$ cat src/rtl/disp_seq_pkg.sv
package disp_seq_pkg;

  typedef enum logic [1:0] {
    SEQ_IDLE = 2'd0,
    SEQ_AUX  = 2'd1,
    SEQ_HI   = 2'd2,
    SEQ_LO   = 2'd3
  } seq_state_e;

  // Cycles one serial word occupies, counted between shifter starts.
  function automatic int word_cycles(input int word_w, input int half);
    return (2 * word_w + 1) * half + 2;
  endfunction

endpackage

$ cat src/rtl/disp_spi_tx.sv
module disp_spi_tx #(
  parameter int WORD_W  = 16,
  parameter int SCK_DIV = 4
) (
  input  logic              clk,
  input  logic              rst_n,
  input  logic              start_i,
  input  logic [WORD_W-1:0] word_i,
  output logic              sck_o,
  output logic              mosi_o,
  output logic              done_o
);
  localparam int HALF      = (SCK_DIV < 2) ? 1 : SCK_DIV / 2;
  localparam int HC_W      = (HALF > 1) ? $clog2(HALF) : 1;
  localparam int LAST_STEP = 2 * WORD_W;
  localparam int ST_W      = $clog2(LAST_STEP + 1);

  logic              active;
  logic [HC_W-1:0]   hcnt;
  logic [ST_W-1:0]   step;
  logic [WORD_W-1:0] shreg;
  logic              half_tick;

  assign half_tick = active && (hcnt == HC_W'(HALF - 1));

  // Step even: falling edge, next bit out. Step odd: rising edge.
  // Final step: trailing hold with clock high, then done.
  always_ff @(posedge clk or negedge rst_n) begin
    if (!rst_n) begin
      active <= 1'b0;
      hcnt   <= '0;
      step   <= '0;
      shreg  <= '0;
      sck_o  <= 1'b1;
      mosi_o <= 1'b0;
      done_o <= 1'b0;
    end else begin
      done_o <= 1'b0;
      if (start_i && !active) begin
        active <= 1'b1;
        hcnt   <= '0;
        step   <= '0;
        shreg  <= word_i;
      end else if (active) begin
        if (half_tick) begin
          hcnt <= '0;
          step <= step + 1'b1;
          if (step == ST_W'(LAST_STEP)) begin
            active <= 1'b0;
            done_o <= 1'b1;
          end else if (!step[0]) begin
            sck_o  <= 1'b0;
            mosi_o <= shreg[WORD_W-1];
            shreg  <= {shreg[WORD_W-2:0], 1'b0};
          end else begin
            sck_o <= 1'b1;
          end
        end else begin
          hcnt <= hcnt + 1'b1;
        end
      end
    end
  end

endmodule

$ cat src/rtl/disp_seq_ctrl.sv
module disp_seq_ctrl
  import disp_seq_pkg::*;
#(
  parameter int WORD_W = 16,
  parameter int DIGITS = 8,
  parameter int LED_W  = 5
) (
  input  logic                      clk,
  input  logic                      rst_n,
  input  logic                      load_i,
  input  logic [2*WORD_W-1:0]       data_i,
  input  logic [$clog2(DIGITS)-1:0] digit_i,
  input  logic                      bright_i,
  input  logic [LED_W-1:0]          leds_i,
  input  logic                      aux_i,
  input  logic                      tx_done_i,
  output logic                      load_ok_o,
  output logic                      start_o,
  output logic [WORD_W-1:0]         word_o,
  output logic                      busy_o,
  output logic                      aux_latch_o,
  output logic                      drv_latch_o,
  output logic                      done_o
);
  localparam int DIGIT_W = $clog2(DIGITS);
  localparam int SEL_LSB = 8;

  seq_state_e          state;
  logic [2*WORD_W-1:0] data_q;
  logic [WORD_W-1:0]   aux_q;

  // Digit select lines active low, current range bits 7/6, LEDs from bit 1.
  function automatic logic [WORD_W-1:0] build_aux(
    input logic [DIGIT_W-1:0] dig,
    input logic               bright,
    input logic [LED_W-1:0]   leds
  );
    logic [WORD_W-1:0] w;
    w = '0;
    for (int i = 0; i < DIGITS; i++) begin
      w[SEL_LSB+i] = (dig != DIGIT_W'(i));
    end
    w[7]       = bright;
    w[6]       = !bright;
    w[LED_W:1] = leds;
    return w;
  endfunction

  assign load_ok_o = load_i && (state == SEQ_IDLE);
  assign busy_o    = (state != SEQ_IDLE);

  always_comb begin
    unique case (state)
      SEQ_AUX: word_o = aux_q;
      SEQ_HI:  word_o = data_q[2*WORD_W-1:WORD_W];
      SEQ_LO:  word_o = data_q[WORD_W-1:0];
      default: word_o = '0;
    endcase
  end

  always_ff @(posedge clk or negedge rst_n) begin
    if (!rst_n) begin
      state       <= SEQ_IDLE;
      data_q      <= '0;
      aux_q       <= '0;
      start_o     <= 1'b0;
      aux_latch_o <= 1'b0;
      drv_latch_o <= 1'b0;
      done_o      <= 1'b0;
    end else begin
      start_o     <= 1'b0;
      aux_latch_o <= 1'b0;
      drv_latch_o <= 1'b0;
      done_o      <= 1'b0;
      unique case (state)
        SEQ_IDLE: if (load_ok_o) begin
          data_q  <= data_i;
          aux_q   <= build_aux(digit_i, bright_i, leds_i);
          state   <= aux_i ? SEQ_AUX : SEQ_HI;
          start_o <= 1'b1;
        end
        SEQ_AUX: if (tx_done_i) begin
          aux_latch_o <= 1'b1;
          state       <= SEQ_HI;
          start_o     <= 1'b1;
        end
        SEQ_HI: if (tx_done_i) begin
          state   <= SEQ_LO;
          start_o <= 1'b1;
        end
        SEQ_LO: if (tx_done_i) begin
          drv_latch_o <= 1'b1;
          done_o      <= 1'b1;
          state       <= SEQ_IDLE;
        end
        default: state <= SEQ_IDLE;
      endcase
    end
  end

endmodule

$ cat src/rtl/disp_shift_seq.sv
module disp_shift_seq #(
  parameter int WORD_W  = 16,
  parameter int DIGITS  = 8,
  parameter int LED_W   = 5,
  parameter int SCK_DIV = 4
) (
  input  logic                      clk,
  input  logic                      rst_n,
  input  logic                      load_i,
  input  logic [2*WORD_W-1:0]       data_i,
  input  logic [$clog2(DIGITS)-1:0] digit_i,
  input  logic                      bright_i,
  input  logic [LED_W-1:0]          leds_i,
  input  logic                      aux_i,
  output logic                      busy_o,
  output logic                      sck_o,
  output logic                      mosi_o,
  output logic                      aux_latch_o,
  output logic                      drv_latch_o,
  output logic                      done_o
);
  // Internal events, named for the bound checker.
  logic              tx_start;
  logic              tx_done;
  logic              load_ok;
  logic [WORD_W-1:0] tx_word;

  disp_seq_ctrl #(
    .WORD_W (WORD_W),
    .DIGITS (DIGITS),
    .LED_W  (LED_W)
  ) u_ctrl (
    .clk         (clk),
    .rst_n       (rst_n),
    .load_i      (load_i),
    .data_i      (data_i),
    .digit_i     (digit_i),
    .bright_i    (bright_i),
    .leds_i      (leds_i),
    .aux_i       (aux_i),
    .tx_done_i   (tx_done),
    .load_ok_o   (load_ok),
    .start_o     (tx_start),
    .word_o      (tx_word),
    .busy_o      (busy_o),
    .aux_latch_o (aux_latch_o),
    .drv_latch_o (drv_latch_o),
    .done_o      (done_o)
  );

  disp_spi_tx #(
    .WORD_W  (WORD_W),
    .SCK_DIV (SCK_DIV)
  ) u_tx (
    .clk     (clk),
    .rst_n   (rst_n),
    .start_i (tx_start),
    .word_i  (tx_word),
    .sck_o   (sck_o),
    .mosi_o  (mosi_o),
    .done_o  (tx_done)
  );

endmodule

$ cat config.mk
export PLATFORM = sky130hd
export DESIGN_NAME = disp_shift_seq
export DESIGN_NICKNAME = d
export VERILOG_FILES = /design/src/rtl/disp_seq_pkg.sv /design/src/rtl/disp_spi_tx.sv /design/src/rtl/disp_seq_ctrl.sv /design/src/rtl/disp_shift_seq.sv
export SDC_FILE = /design/constraint.sdc
export NUM_CORES = 1
export LEC_CHECK = 0
export BUFFER_PORTS_ARGS = -buffer_cell sky130_fd_sc_hd__buf_2
export CORE_UTILIZATION = 30
export CTS_CLUSTER_SIZE = 24
export DETAILED_ROUTE_END_ITERATION = 12
export HOLD_SLACK_MARGIN = 0.12
export PLACE_DENSITY_LB_ADDON = 0.12
export SYNTH_ARGS = -nofsm -noshare
export SYNTH_HDL_FRONTEND = slang
export SYNTH_SLANG_ARGS = --single-unit
$ cat constraint.sdc
create_clock -name clk -period 4.33 [get_ports clk]
set_clock_uncertainty 0.1 [all_clocks]
set_input_delay 0.6495 -clock clk [delete_from_list [all_inputs] [get_ports clk]]
set_output_delay 0.6495 -clock clk [all_outputs]
set_load 0.005 [all_outputs]
==> results_dict.tcl <==
set metrics [dict create \
    netlist_instances 361 \
    grt_overflow 0 \
    core_sq_um 11400 \
    setup_violations 0 \
    rr_worst_depth 5 \
    synth-adder-area-share_pct 2.86 \
    cts_max_level 3 \
    area_delta_synth_final_pct 18.3 \
    dieArea_sq_um 12100 \
    synthTopCellsByArea "dfrtp_1 56%, nand2_1 15%, mux2_2 5.2%, a222oi_1 4.3%, o21ai_0 3.0%" \
    hold_buffers 0 \
    worstHoldStart "u_ctrl.data_q[20]$_DFFE_PN0P_" \
    gp_congestion 0.763 \
    numCtsBuffers 9 \
    nets 456 \
    setup.worst_path.class "reg2reg" \
    rsz0062_at_grt "false" \
    grt_max_degree 80 \
    crit_slowest_cell "nor2_2" \
    cp_top_family "simple AND/OR/NAND/NOR gates" \
    synthesis.area_sq_um 3500 \
    layout-drive-gt1-share_pct 21.6 \
    synth.avg_cell_area_sq_um 9.68 \
    yosysSeqAreaShare_pct 56.6 \
    die_y_um 110 \
    yosysTopAreaCell "dfrtp_1" \
    critical_path_arrival_ns 2.27 \
    clock_tree.buffer_depth 2 \
    finalSetupTns_ns 0 \
    drc_errors 0 \
    hold_path_depth 2 \
    min_to "u_ctrl.data_q[20]$_DFFE_PN0P_" \
    gr-usage-all-layers_pct 14.7 \
    synth.top_cell.area_share_pct 55.8 \
    rr_endpoint "u_tx.shreg[2]$_DFFE_PN0P_" \
    yosysUniqueCellTypes 34 \
    maxSlewHeadroom_pct 31.3 \
    fillCellCount 1191 \
    synth_edf_count 0 \
    tightestPinTransition_ns 1.03 \
    cellPowerDensity_nw_per_um2 362 \
    reg2reg_setup_slack_ns 2.18 \
    portBuffers 50 \
    wl_per_cell_um 14.6 \
    synthArstFlopShare_pct 100 \
    vias 2627 \
    fin_util_pct 36.4 \
    cp_num_buf_inv 1 \
    ctsResizeCount 0 \
    cts.sinks 79 \
    dp_hpwl_um 4980 \
    hold_viol 0 \
    start_kind "flip-flop" \
    synth_top_family_by_area "simple AND/OR/NAND/NOR gates" \
    cts_setup_buffers 0 \
    end_kind "flip-flop" \
    peakVddDrop_v 0.000225 \
    hp-class "reg2reg" \
    clock_tree.root_cell "clkbuf_16" \
    maxCapViolations 0 \
    fin_crit_sh_pct 49.6 \
    power_leakage_nw 2.10 \
    clk_latency_ns 0.33 \
    grt_pass1_vias 2500 \
    ioPinCount 51 \
    drt_iter0_markers 153 \
    firstDrtPassIters 4 \
    die_w_um 110 \
    muxShareOfSynthArea_pct 6.05 \
    crit_chain "inv_1, ha_1, a311oi_2, nor2_2, mux2_2" \
    crit_required_ns 4.45 \
    ant_nets 0 \
    path_clk_slew_ns 0.06 \
    synthXorXnorAreaFrac_pct 1.00 \
    synthSimpleGateAreaFrac_pct 19.9 \
    num_rows 39 \
    crit_cells 5 \
    syn-num-nets 414 \
    cts_tree "built" \
    clock.fmax_mhz 466 \
    antenna_found_initial 0 \
    wirelength_um 8040 \
    finalMaxSlewViolations 0 \
    status "finished, final reports clean" \
    ys.flop_type "dfrtp_1" \
    ys_ff_latch 79 \
    vias_per_cell 4.78 \
    timing.rr.start "u_tx.step[0]$_DFFE_PN0P_" \
    synth_warnings 0 \
    grt_pass1_wl_um 13000 \
    min_period_ns 2.15 \
    start_util_pct 30.7 \
    cp_slowest_stage_delay_ns 0.67 \
    crit_fanout 16 \
    n_antenna_cell 0 \
    synth_compound_area_share_pct 10.3 \
]
## area by class of cell
type / instances / area (sq um) / share of cell area, %
clock buffer: 12 / 267 / 6.45
clock inverter: 3 / 17.5 / 0.424
inverter: 8 / 30.0 / 0.726
multi-input combinational: 254 / 1400 / 33.9
sequential: 79 / 1980 / 47.9
tap: 143 / 179 / 4.33
timing repair buffer: 51 / 260 / 6.30
## cells in the mapped netlist, types with 3 or more instances
library cell,number
nand2_1,137
dfrtp_1,78
o21ai_0,21
clkbuf_1,18
mux2_2,16
a222oi_1,15
nor2_1,13
ha_1,8
inv_1,8
a21oi_1,7
nor3_1,5
and2_1,4
nand3_1,3
xor2_1,3
## cells in the final DEF (no fill, tap or decap), drive strengths merged, types with 3 or more instances in the layout
cell	instances
nand2	138
dfrtp	78
buf	51
o21ai	21
mux2	17
a222oi	15
nor2	14
clkbuf	12
inv	8
ha	8
a21oi	7
nor3	6
and2	5
nand3	3
xor2	3
## power breakdown
part	internal (mW)	leakage (nW)	total (mW)	switching, mW
logic	0.0148	0.883	0.0375	0.0227
registers	0.738	1.08	0.738	0
clock network	0.430	0.140	0.720	0.290
total	1.18	2.10	1.50	0.313
## how the worst max path moves through the flow
stage / slack (ns) / startpoint / end
2_1_floorplan: 2.49 / u_ctrl.state[1]$_DFFE_PN0P_ / u_tx.shreg[6]$_DFFE_PN0P_
3_3_place_gp: 2.23 / u_tx.step[0]$_DFFE_PN0P_ / u_tx.shreg[13]$_DFFE_PN0P_
3_5_place_dp: 2.18 / u_tx.step[0]$_DFFE_PN0P_ / u_tx.shreg[11]$_DFFE_PN0P_
4_1_cts: 2.18 / u_tx.step[0]$_DFFE_PN0P_ / u_tx.shreg[12]$_DFFE_PN0P_
5_1_grt: 2.03 / u_tx.step[0]$_DFFE_PN0P_ / u_tx.shreg[12]$_DFFE_PN0P_
6_report: 2.18 / u_tx.step[0]$_DFFE_PN0P_ / u_tx.shreg[2]$_DFFE_PN0P_
## cells by family after synthesis
| kind of cell | after synthesis |
|---|---|
| buf+inv | 28 |
| flops | 79 |
| compound gates | 51 |
| xor+xnor | 4 |
| simple gates | 172 |
| mux | 19 |
| fa+ha+maj | 8 |
## routing by layer
metal	global-route usage [%]	vias up	wire [um]
met4	6.00	0	140
met1	20.1	1275	4010
met3	3.97	12	286
met5	0	-	0
li1	-	1297	-
met2	21.8	43	3610
## worst register-to-register path, cell delays in order (launching register included)
cell,delay [ns]
dfrtp_1,0.44
inv_1,0.10
ha_1,0.18
a311oi_2,0.12
nor2_2,0.67
mux2_2,0.42
## metrics by stage
stage	cells	power [mW]	hold slack [ns]	worst slack (ns)	instance area, sq um
floorplan	361	0.754	0.254	2.49	3500
global placement	535	0.791	0.361	2.23	3850
detailed placement	535	0.791	0.362	2.18	3850
finish	550	1.50	0.378	2.18	4130
global route	550	1.56	0.397	2.03	4130
CTS	550	1.52	0.381	2.18	4130
## state kept, by name, indices dropped and copies added (netlist names)
register,count
u_ctrl.start_o,1
u_ctrl.aux_latch_o,1
u_tx.sck_o,1
u_ctrl.drv_latch_o,1
u_tx.mosi_o,1
u_ctrl.data_q,32
u_ctrl.state,2
u_tx.done_o,1
u_tx.step,6
u_tx.shreg,16
u_ctrl.aux_q,15
u_tx.active,1
u_tx.hcnt,1
Power figures use the tool's default switching activity.
